### src/rtl/tag_dir_pkg.sv
// Package: encodings shared by the tag directory modules.
// Assumes op, permission and access codes fixed independently of parameters.
package tag_dir_pkg;

    typedef enum logic [3:0] {
        OP_LOOKUP   = 4'd0,
        OP_AVAIL    = 4'd1,
        OP_ALLOC    = 4'd2,
        OP_DEALLOC  = 4'd3,
        OP_PROBE    = 4'd4,
        OP_SETPERM  = 4'd5,
        OP_LOCK     = 4'd6,
        OP_UNLOCK   = 4'd7,
        OP_LOCKTEST = 4'd8
    } op_e;

    typedef enum logic [2:0] {
        PERM_NP   = 3'd0,
        PERM_INV  = 3'd1,
        PERM_RO   = 3'd2,
        PERM_RW   = 3'd3,
        PERM_BUSY = 3'd4
    } perm_e;

    typedef enum logic [1:0] {
        ACC_LOAD   = 2'd0,
        ACC_IFETCH = 2'd1,
        ACC_STORE  = 2'd2,
        ACC_ATOMIC = 2'd3
    } acc_e;

    // Decide whether a line permission allows an access type.
    function automatic logic perm_grants(input logic [2:0] perm, input logic [1:0] acc);
        logic ok;
        case (perm)
            PERM_RW: ok = 1'b1;
            PERM_RO: ok = (acc == ACC_LOAD) || (acc == ACC_IFETCH);
            default: ok = 1'b0;
        endcase
        return ok;
    endfunction

endpackage

### src/rtl/tag_dir_match.sv
// Module: tag_dir_match
// Compares one set's ways against a request address and finds free ways.
// Assumes at most one resident way per address (kept by the allocator).
// Purely combinational.
module tag_dir_match
    import tag_dir_pkg::*;
#(
    parameter int WAYS   = 4,
    parameter int ADDR_W = 32,
    localparam int WAY_W = $clog2(WAYS)
) (
    input  logic [WAYS-1:0]             way_valid,
    input  logic [WAYS-1:0][ADDR_W-1:0] way_addr,
    input  logic [WAYS-1:0][2:0]        way_perm,
    input  logic [ADDR_W-1:0]           probe_addr,
    output logic                        res_hit,
    output logic [WAY_W-1:0]            res_way,
    output logic                        tag_seen,
    output logic                        free_any,
    output logic [WAY_W-1:0]            free_way
);

    logic [WAYS-1:0] seen_vec;
    logic [WAYS-1:0] res_vec;
    logic [WAYS-1:0] free_vec;

    // Per-way compare: stored tag, resident tag, reusable slot.
    for (genvar w = 0; w < WAYS; w++) begin : g_way
        assign seen_vec[w] = way_valid[w] && (way_addr[w] == probe_addr);
        assign res_vec[w]  = seen_vec[w] && (way_perm[w] != PERM_NP);
        assign free_vec[w] = !way_valid[w] || (way_perm[w] == PERM_NP);
    end

    assign res_hit  = |res_vec;
    assign tag_seen = |seen_vec;
    assign free_any = |free_vec;

    // Encode the resident way and the lowest-numbered free way.
    always_comb begin
        res_way  = '0;
        free_way = '0;
        for (int w = WAYS - 1; w >= 0; w--) begin
            if (res_vec[w])  res_way  = WAY_W'(w);
            if (free_vec[w]) free_way = WAY_W'(w);
        end
    end

endmodule

### src/rtl/tag_dir_lru.sv
// Module: tag_dir_lru
// True LRU order per set, kept as one age per way (0 = most recent).
// Assumes WAYS is a power of two so ages 0..WAYS-1 fill WAY_W bits exactly.
// Reset gives way w the age w, so the highest way is the first victim.
module tag_dir_lru #(
    parameter int SETS = 4,
    parameter int WAYS = 4,
    localparam int SET_W = $clog2(SETS),
    localparam int WAY_W = $clog2(WAYS)
) (
    input  logic             clk,
    input  logic             rst_n,
    input  logic             touch_en,
    input  logic [SET_W-1:0] touch_set,
    input  logic [WAY_W-1:0] touch_way,
    input  logic [SET_W-1:0] query_set,
    output logic [WAY_W-1:0] victim_way
);

    localparam logic [WAY_W-1:0] OLDEST = WAY_W'(WAYS - 1);

    logic [WAY_W-1:0] age_q [SETS][WAYS];
    logic [WAYS-1:0]  victim_vec;

    // Age update: touched way becomes 0, younger ways grow older by one.
    always_ff @(posedge clk) begin
        if (!rst_n) begin
            for (int s = 0; s < SETS; s++)
                for (int w = 0; w < WAYS; w++)
                    age_q[s][w] <= WAY_W'(w);
        end else if (touch_en) begin
            for (int w = 0; w < WAYS; w++) begin
                if (WAY_W'(w) == touch_way)
                    age_q[touch_set][w] <= '0;
                else if (age_q[touch_set][w] < age_q[touch_set][touch_way])
                    age_q[touch_set][w] <= age_q[touch_set][w] + 1'b1;
            end
        end
    end

    // Victim selection: the way holding the oldest age in the queried set.
    always_comb begin
        victim_way = '0;
        for (int w = 0; w < WAYS; w++) begin
            victim_vec[w] = (age_q[query_set][w] == OLDEST);
            if (victim_vec[w]) victim_way = WAY_W'(w);
        end
    end

    // A touched way must read as most recent on the next cycle.
    assert_touch_mru_R5: assert property (@(posedge clk) disable iff (!rst_n)
        touch_en |=> (age_q[$past(touch_set)][$past(touch_way)] == '0));

    // The ages of a set stay a permutation: exactly one oldest way.
    assert_single_victim_R9: assert property (@(posedge clk) disable iff (!rst_n)
        $countones(victim_vec) == 1);

endmodule

### src/rtl/tag_dir.sv
// Module: tag_dir (top)
// Tag, permission, lock and LRU store of a set-associative cache.
// Assumes line-aligned request addresses and a power-of-two way count.
// Every request is answered through registered outputs one cycle later.
module tag_dir
    import tag_dir_pkg::*;
#(
    parameter int ADDR_W      = 32,
    parameter int TOTAL_BYTES = 1024,
    parameter int WAYS        = 4,
    parameter int LINE_BYTES  = 64,
    parameter int SET_LSB     = 6,
    parameter int CTX_W       = 4,
    localparam int SETS  = TOTAL_BYTES / (WAYS * LINE_BYTES),
    localparam int SET_W = $clog2(SETS),
    localparam int WAY_W = $clog2(WAYS)
) (
    input  logic              clk,
    input  logic              rst_n,
    input  logic              req_valid,
    input  logic [3:0]        req_op,
    input  logic [ADDR_W-1:0] req_addr,
    input  logic [1:0]        req_acc,
    input  logic [2:0]        req_perm,
    input  logic [CTX_W-1:0]  req_ctx,
    input  logic              req_touch,
    output logic              rsp_valid,
    output logic              rsp_hit,
    output logic [WAY_W-1:0]  rsp_way,
    output logic [ADDR_W-1:0] rsp_addr,
    output logic              rsp_err
);

    // Stored per-line state, one row per set.
    logic [WAYS-1:0]             line_v_q    [SETS];
    logic [WAYS-1:0][ADDR_W-1:0] line_addr_q [SETS];
    logic [WAYS-1:0][2:0]        line_perm_q [SETS];
    logic [WAYS-1:0]             lock_v_q    [SETS];
    logic [WAYS-1:0][CTX_W-1:0]  lock_id_q   [SETS];

    logic [SET_W-1:0] set_idx;
    op_e              op;
    logic             res_hit, tag_seen, free_any;
    logic [WAY_W-1:0] res_way, free_way, victim_way;
    logic             touch_en;
    logic [WAY_W-1:0] touch_way;
    logic             wr_fill, wr_drop, wr_perm, wr_lock, wr_unlock;
    logic             d_hit, d_err;
    logic [WAY_W-1:0] d_way;
    logic [ADDR_W-1:0] d_addr;
    logic [2:0]       cur_perm;
    logic             cur_lock_v;
    logic [CTX_W-1:0] cur_lock_id;

    // Kept for the checks only: which request a response belongs to.
    logic [3:0]       rsp_op_q;
    logic [SET_W-1:0] rsp_set_q;
    logic [CTX_W-1:0] rsp_ctx_q;

    assign set_idx     = req_addr[SET_LSB +: SET_W];
    assign op          = op_e'(req_op);
    assign cur_perm    = line_perm_q[set_idx][res_way];
    assign cur_lock_v  = lock_v_q[set_idx][res_way];
    assign cur_lock_id = lock_id_q[set_idx][res_way];

    tag_dir_match #(
        .WAYS   (WAYS),
        .ADDR_W (ADDR_W)
    ) u_match (
        .way_valid  (line_v_q[set_idx]),
        .way_addr   (line_addr_q[set_idx]),
        .way_perm   (line_perm_q[set_idx]),
        .probe_addr (req_addr),
        .res_hit    (res_hit),
        .res_way    (res_way),
        .tag_seen   (tag_seen),
        .free_any   (free_any),
        .free_way   (free_way)
    );

    tag_dir_lru #(
        .SETS (SETS),
        .WAYS (WAYS)
    ) u_lru (
        .clk        (clk),
        .rst_n      (rst_n),
        .touch_en   (touch_en),
        .touch_set  (set_idx),
        .touch_way  (touch_way),
        .query_set  (set_idx),
        .victim_way (victim_way)
    );

    // Operation decode: pick state writes, recency touch and response.
    always_comb begin
        touch_en  = 1'b0;
        touch_way = res_way;
        wr_fill   = 1'b0;
        wr_drop   = 1'b0;
        wr_perm   = 1'b0;
        wr_lock   = 1'b0;
        wr_unlock = 1'b0;
        d_hit     = 1'b0;
        d_err     = 1'b0;
        d_way     = '0;
        d_addr    = '0;
        if (req_valid) begin
            case (op)
                OP_LOOKUP: begin
                    d_way = res_way;
                    if (res_hit) begin
                        touch_en = 1'b1;
                        d_hit    = perm_grants(cur_perm, req_acc);
                    end
                end
                OP_AVAIL: d_hit = tag_seen | free_any;
                OP_ALLOC: begin
                    if (!free_any || res_hit) begin
                        d_err = 1'b1;
                    end else begin
                        wr_fill   = 1'b1;
                        d_hit     = 1'b1;
                        d_way     = free_way;
                        touch_en  = req_touch;
                        touch_way = free_way;
                    end
                end
                OP_DEALLOC: begin
                    if (res_hit) begin
                        wr_drop = 1'b1;
                        d_hit   = 1'b1;
                        d_way   = res_way;
                    end
                end
                OP_PROBE: begin
                    d_hit  = 1'b1;
                    d_way  = victim_way;
                    d_addr = line_addr_q[set_idx][victim_way];
                end
                OP_SETPERM, OP_LOCK, OP_UNLOCK, OP_LOCKTEST: begin
                    if (!res_hit) begin
                        d_err = 1'b1;
                    end else begin
                        d_way = res_way;
                        case (op)
                            OP_SETPERM: begin wr_perm   = 1'b1; d_hit = 1'b1; end
                            OP_LOCK:    begin wr_lock   = 1'b1; d_hit = 1'b1; end
                            OP_UNLOCK:  begin wr_unlock = 1'b1; d_hit = 1'b1; end
                            default:    d_hit = cur_lock_v && (cur_lock_id == req_ctx);
                        endcase
                    end
                end
                default: ;
            endcase
        end
    end

    // Line state update: fill, drop, permission and lock writes.
    always_ff @(posedge clk) begin
        if (!rst_n) begin
            for (int s = 0; s < SETS; s++) begin
                line_v_q[s]    <= '0;
                line_addr_q[s] <= '0;
                line_perm_q[s] <= '0;
                lock_v_q[s]    <= '0;
                lock_id_q[s]   <= '0;
            end
        end else begin
            if (wr_fill) begin
                line_v_q[set_idx][free_way]    <= 1'b1;
                line_addr_q[set_idx][free_way] <= req_addr;
                line_perm_q[set_idx][free_way] <= PERM_INV;
                lock_v_q[set_idx][free_way]    <= 1'b0;
            end
            if (wr_drop) begin
                line_v_q[set_idx][res_way] <= 1'b0;
                lock_v_q[set_idx][res_way] <= 1'b0;
            end
            if (wr_perm)
                line_perm_q[set_idx][res_way] <= req_perm;
            if (wr_lock) begin
                lock_v_q[set_idx][res_way]  <= 1'b1;
                lock_id_q[set_idx][res_way] <= req_ctx;
            end
            if (wr_unlock)
                lock_v_q[set_idx][res_way] <= 1'b0;
        end
    end

    // Response registers: results are presented one cycle after the request.
    always_ff @(posedge clk) begin
        if (!rst_n) begin
            rsp_valid <= 1'b0;
            rsp_hit   <= 1'b0;
            rsp_way   <= '0;
            rsp_addr  <= '0;
            rsp_err   <= 1'b0;
            rsp_op_q  <= '0;
            rsp_set_q <= '0;
            rsp_ctx_q <= '0;
        end else begin
            rsp_valid <= req_valid;
            rsp_hit   <= d_hit;
            rsp_way   <= d_way;
            rsp_addr  <= d_addr;
            rsp_err   <= d_err;
            rsp_op_q  <= req_op;
            rsp_set_q <= set_idx;
            rsp_ctx_q <= req_ctx;
        end
    end

    // Response timing: one response per request, on the next cycle only.
    assert_rsp_follows_req_R2: assert property (@(posedge clk) disable iff (!rst_n)
        req_valid |=> rsp_valid);
    assert_no_spurious_rsp_R2: assert property (@(posedge clk) disable iff (!rst_n)
        !req_valid |=> !rsp_valid);

    // An error response never also reports success.
    assert_err_not_hit_R8: assert property (@(posedge clk) disable iff (!rst_n)
        rsp_err |-> !rsp_hit);

    // A filled way is valid, invalid-permission and unlocked afterwards.
    assert_fill_state_R7: assert property (@(posedge clk) disable iff (!rst_n)
        wr_fill |=> (line_v_q[$past(set_idx)][$past(free_way)]
                     && line_perm_q[$past(set_idx)][$past(free_way)] == PERM_INV
                     && !lock_v_q[$past(set_idx)][$past(free_way)]));

    // A positive lock test means the reported way is held by that context.
    assert_locktest_owner_R10: assert property (@(posedge clk) disable iff (!rst_n)
        (rsp_valid && rsp_op_q == OP_LOCKTEST && rsp_hit)
            |-> (lock_v_q[rsp_set_q][rsp_way] && lock_id_q[rsp_set_q][rsp_way] == rsp_ctx_q));

endmodule

### config.mk
export PLATFORM = sky130hd
export DESIGN_NAME = tag_dir
export DESIGN_NICKNAME = d
export VERILOG_FILES = /design/src/rtl/tag_dir_pkg.sv /design/src/rtl/tag_dir_match.sv /design/src/rtl/tag_dir_lru.sv /design/src/rtl/tag_dir.sv
export SDC_FILE = /design/constraint.sdc
export NUM_CORES = 1
export LEC_CHECK = 0
export CORE_AREA = 8 8 333 335
export DETAILED_ROUTE_END_ITERATION = 16
export DIE_AREA = 0 0 341 343
export GPL_TIMING_DRIVEN = 1
export PLACE_DENSITY_LB_ADDON = 0.08
export SLEW_MARGIN = 30
export SYNTH_ARGS = -nofsm -noshare
export SYNTH_HDL_FRONTEND = slang
export SYNTH_HIERARCHICAL = 1
export SYNTH_SLANG_ARGS = --single-unit
### constraint.sdc
create_clock -name clk -period 10.5 [get_ports clk]
set_clock_uncertainty 0.15 [all_clocks]
set_input_delay 2.625 -clock clk [delete_from_list [all_inputs] [get_ports clk]]
set_output_delay 2.625 -clock clk [all_outputs]
set_load 0.005 [all_outputs]
Yosys cells after proc, flatten, opt, wreduce, memory -nomap -nowiden
Memories as Yosys holds them, arrays and structs flattened.
Cells that the tools add are included.
- word-level logic and storage cells: 302
- bits in writable memories: 688
- register bits: 37
- output and inout bits: 37
- bits of input ports: 49
- memories: 6
- memory list (name ; words ; bits a word ; read ports ; clocked after Yosys merged registers in ; write ports ; RTL line ; text):
    line_addr_q ; 4 ; 128 ; 1 ; 0 ; 4 ; tag_dir.sv:36 ; logic [WAYS-1:0][ADDR_W-1:0] line_addr_q [SETS];
    lock_id_q ; 4 ; 16 ; 1 ; 0 ; 4 ; tag_dir.sv:39 ; logic [WAYS-1:0][CTX_W-1:0] lock_id_q [SETS];
    line_perm_q ; 4 ; 12 ; 1 ; 0 ; 4 ; tag_dir.sv:37 ; logic [WAYS-1:0][2:0] line_perm_q [SETS];
    u_lru.age_q ; 4 ; 8 ; 1 ; 0 ; 4 ; tag_dir_lru.sv:22 ; logic [WAY_W-1:0] age_q [SETS][WAYS];
    line_v_q ; 4 ; 4 ; 1 ; 0 ; 4 ; tag_dir.sv:35 ; logic [WAYS-1:0] line_v_q [SETS];
    lock_v_q ; 4 ; 4 ; 1 ; 0 ; 4 ; tag_dir.sv:38 ; logic [WAYS-1:0] lock_v_q [SETS];
- order comparisons: 10
- $add $sub $neg: 4
- reduce and logical (&&, ||, !) cells: 47
- bitwise operators: 34
- muxes and demuxes: 174
- eq/ne operators: 22
- operator list (cell ; count):
    128-bit 2-to-1 mux ; 3
    32-bit == test ; 4
    128-bit OR reduction ; 1
    1-bit 2-to-1 mux ; 104
    32-bit binary-select mux with 2-bit select ; 1
    32-bit demux with 2-bit select ; 1
    32-bit 2-to-1 mux ; 2
    2-bit 2-to-1 mux ; 27
    12-bit 2-to-1 mux ; 4
    16-bit 2-to-1 mux ; 3
    4-bit 2-to-1 mux ; 11
    1-bit bitwise OR ; 33
    4-bit OR reduction ; 6
    4-bit by 3-bit == test with 1-bit output, second input constant ; 4
    16-bit OR reduction ; 1
    3-bit demux with 2-bit select ; 2
    3-bit zero test ; 4
    3-bit nonzero test ; 4
    12-bit OR reduction ; 1
    1-bit logical AND ; 11
    2-bit by 3-bit < comparator with 1-bit output, second input constant ; 3
    3-bit 2-to-1 mux ; 3
    2-bit by 1-bit adder with 2-bit output, second input constant ; 4
    4-bit binary-select mux with 2-bit select ; 1
    other kinds (31) ; 53

Logic depth before layout (Yosys ltp)
Gate-level depths: netlist (run 1).
An unclocked memory read counts as a cell.
- word-level depth: 24
- mapped depth: 25
- gate-level depth less buffers: 19

Cells and area by module
Netlist (run 1), hierarchy kept.
- modules (own cells, without submodules) (module ; cells an instance ; instances ; area each (sq um) ; sequential area each (sq um)):
    tag_dir ; 1896 ; 1 ; 30705.7 ; 20439.6
    tag_dir_lru ; 228 ; 1 ; 2234.6 ; 960.9
    tag_dir_match ; 228 ; 1 ; 1670.4 ; 0.0

Worst setup path after synthesis (run 1)
No wires, ideal clock.
- kind: input-to-reg
- start: input req_addr[7]
- end: memory u_lru/age_q[0][0] (netlist bit), enable pin
- arrival: 7.834 ns
- cell stages on the path: 24
- path buffers: 6
- path slack: 2.189 ns
- setup time: 0.327 ns
- data required time: 10.023 ns
- path through: buf_2 -> buf_2 -> buf_1 -> mux4_2 -> xnor2_2 -> nand2_1 -> or4_1 -> or4_4 -> o22ai_2 -> nand3b_1 -> buf_2 -> nor2b_1 -> and3_1 -> buf_4 -> nand2_1 -> mux2_2 -> clkbuf_1 -> mux4_2 -> inv_1 -> ha_1 -> or3_1 -> o41ai_2 -> a21oi_2 -> o21ai_0
- RTL lines (element ; RTL line ; text):
    start: declaration ; tag_dir.sv:22 ; input logic [ADDR_W-1:0] req_addr,
    end: declaration ; tag_dir_lru.sv:22 ;

==> flow_summary.toml, run 1 <==
[global_route]
gr-total-overflow = 0
gr-usage-all-layers_pct = 19.81
grt_pass1_vias = 21550
grt_pass1_wl_um = 165800
antenna_found_initial = 8
grt_max_degree = 62

[finish]
fin_util_pct = 37.62
n_fill_cell = 9986
syn_to_final_growth_pct = 15.06
design_area_um2 = 39820
num-nets-final = 2490
seq_area_um2 = 21400
drive_gt1_share_pct = 16.91
multi_input_area_um2 = 12300

[clock_network]
cts-root-buf = "clkbuf_16"
htree_levels = 3
clkLatencyLatePin_ns = 0.65
cts_buffer_depth = 3
cts_hold_buf = 0
cts_resized = 0
path_clk_slew_ns = 0.06
postCtsSetupRepairBufs = 0
cts_tree = "built"
numCtsBuffers = 86
cts.sinks = 725

[worst_setup_path]
worstSetupPathType = "input port to flip-flop"
worst_ep_required_time_ns = 10.66
rr_startpoint = "line_addr_q[0][37]"
endpoint_kind = "flip-flop"
slowest_delay_ns = 0.57
critical-path-slowest-cell = "xnor2_1"
worstPathArrival_ns = 9.34
cp-start-kind = "input port"
cp_top_family = "simple AND/OR/NAND/NOR gates"
worstPathMaxFanout = 61
r2r_end = "u_lru/age_q[0][1]"
path_cells = "buf_8, buf_4, mux4_2, xnor2_1, nand4_1, nor4_1, nand3_1, buf_4, o22ai_2, nand3b_1, nor2b_1, and3_2, nand2_1, mux2_2, mux4_2, inv_1, ha_1, or3_1, o41ai_2, a21oi_2, o21ai_0"
reg2reg_slack_ns = 3.84
cp_num_buf_inv = 4
reg2reg_depth = 18

[synth]
synth_simple_gate_area_share_pct = 14.00
synth_ff_type = "edfxtp_1"
synth_seq_cells = 725
yosysWarningCount = 6
synth_cell_type_count = 78
synth-edff-count = 688
async_flop_share_pct = 0
synth.area.top_cells = "edfxtp_1 60%, mux4_2 10%, and2_1 7.3%"
ys_seq_area_share_pct = 61.83
syn_area_um2 = 34610
synth_top_cell_by_area = "edfxtp_1"
syn_inst = 2352
avgSynthCellArea_um2 = 14.72
synth_top_family_by_area = "multiplexers"
yosysTopAreaCellShare_pct = 59.69
synth_compound_area_share_pct = 3.611
synthXorXnorAreaFrac_pct = 2.881
yosys-mux-area-fraction_pct = 14.27
synthAdderAreaFrac_pct = 0.1446

[drt]
via_per_inst = 5.327
drtIter0Drc = 1770
antenna_left = 0
drc = 0
routed_wl_um = 117600
vias = 20850
first_pass_iters = 7
wl_per_cell_um = 30.05

[power_and_ir_drop]
ir_drop_v = 0.0001232
cellLeakagePower_nw = 14.08
total_power_w = 0.006793
power_density_nw_per_um2 = 170.6

[die]
dieArea_um2 = 117000
start_util_pct = 32.70
rows = 120
die-height_um = 343
io-pin-count = 86
core-area_um2 = 105900
fp.dieW_um = 341

[min_path]
whs_endpoint = "rsp_addr[24]"
hold_path.class = "flip-flop to flip-flop"
hold_depth = 3
min_from = "line_addr_q[1][88]"

[placed_design]
hpwl_um = 73750
dpl_cell_area_um2 = 37160
routabilityCongestion = 0.8215
io_buffer_count = 84

[timing]
slew_viol_final = 0
hold_violations = 0
worstMarginPinSlew_ns = 1.027
rsz0062_at_grt = "no"
setup_tns_ns = 0
post-route-period-util_pct = 87.44
timing.fmax_ghz = 0.1089
finalSetupViolCount = 0
fin_crit_ns = 9.181
relSlewSlack_pct = 31.30

[run_status]
status = "complete, no violations"

[run]
maxCapViolCount = 0
==> kinds of logic after synthesis <==
family | Yosys count
buf+inv | 224
fa+ha+maj | 4
compound gates | 198
xor+xnor | 113
other cells | 1
simple gates | 855
mux | 232
flops | 725
==> cell usage after synthesis (all sizes together) (21+ instances only) <==
cell,number
a21oi,41
and2,403
and3,84
buf,72
clkbuf,118
dfxtp,37
edfxtp,688
inv,34
mux2i,21
mux4,197
nand2,80
nand2b,33
nor2,117
nor3,45
o21ai,83
xnor2,81
xor2,32
==> layer usage <==
metal  global-route usage [%]  part of all wire, %  up-vias
met5                        0                0.020        -
met1                    26.83                   44    11070
met4                    4.303                  1.6        4
met3                    2.827                  5.2      131
met2                    33.79                   49      601
li1                         -                    -     9037
==> stage by stage <==
| stage | hold slack, ns | setup WS [ns] | cells |
|---|---|---|---|
| floorplan | 0.6934 | 2.189 | 2367 |
| global placement | 0.7953 | 0.7901 | 3752 |
| detailed placement | 0.8085 | 0.7106 | 3752 |
| CTS | 0.8238 | 1.409 | 3910 |
| global route | 0.8577 | 1.024 | 3911 |
| finish | 0.8286 | 1.319 | 3913 |
==> cell type report <==
class | instances | share of cell area [%]
Sequential cell | 725 | 53.74
Clock inverter | 30 | 0.5938
Timing Repair Buffer | 172 | 3.975
Multi-Input combinational cell | 1418 | 30.88
Clock buffer | 128 | 6.061
Inverter | 34 | 0.3205
Antenna cell | 3 | 0.01885
Tap cell | 1403 | 4.408
==> state kept, by name (all words and copies together), names as in the netlist <==
signal	count
u_lru/age_q	32
lock_id_q	64
rsp_hit	1
lock_v_q	16
line_addr_q	512
rsp_way	2
rsp_valid	1
rsp_err	1
rsp_addr	32
line_perm_q	48
line_v_q	16
==> worst max path at each step <==
stage                            from  cells after the start            endpoint
after floorplan           req_addr[7]                     24   u_lru/age_q[0][0]
after global placement    req_addr[6]                     16  line_addr_q[2][31]
after detailed placement  req_addr[6]                     20   u_lru/age_q[0][1]
after CTS                 req_addr[6]                     20   u_lru/age_q[0][1]
after global routing      req_addr[6]                     20   u_lru/age_q[0][1]
final                     req_addr[6]                     21   u_lru/age_q[0][1]
==> tightest hold or removal path, cell delays in order, from the launching register on <==
cell and delay, ns:
edfxtp_1 0.31, mux4_2 0.25, mux4_2 0.23, and3_1 0.15
==> cell usage in the layout, fill, tap and decap left out, drive strengths merged, types with 22 or more instances in the layout <==
cell type	count
a21oi	41
and2	403
and3	84
buf	90
clkbuf	129
clkdlybuf4s50	81
clkinv	22
dfxtp	37
edfxtp	688
inv	38
mux4	197
nand2	80
nand2b	33
nor2	117
nor3	45
o21ai	83
xnor2	81
xor2	32
==> where the power goes <==
group	internal [W]	switching [W]	total, W
logic	0.000223	0.000411	0.000634
clock network	0.00166	0.00121	0.00287
registers	0.00326	0.0000266	0.00329
Note: power is estimated with default switching activity, not from simulation.
==> run 2, diff against run 1 <==
--- a/config.mk
+++ b/config.mk
@@ -8,7 +8,6 @@
 export CORE_AREA = 8 8 333 335
 export DETAILED_ROUTE_END_ITERATION = 16
 export DIE_AREA = 0 0 341 343
-export GPL_TIMING_DRIVEN = 1
 export PLACE_DENSITY_LB_ADDON = 0.08
 export SLEW_MARGIN = 30
 export SYNTH_ARGS = -nofsm -noshare
==> results of run 2 <==
Final layout, timing and power as in run 1 (identical DEF).
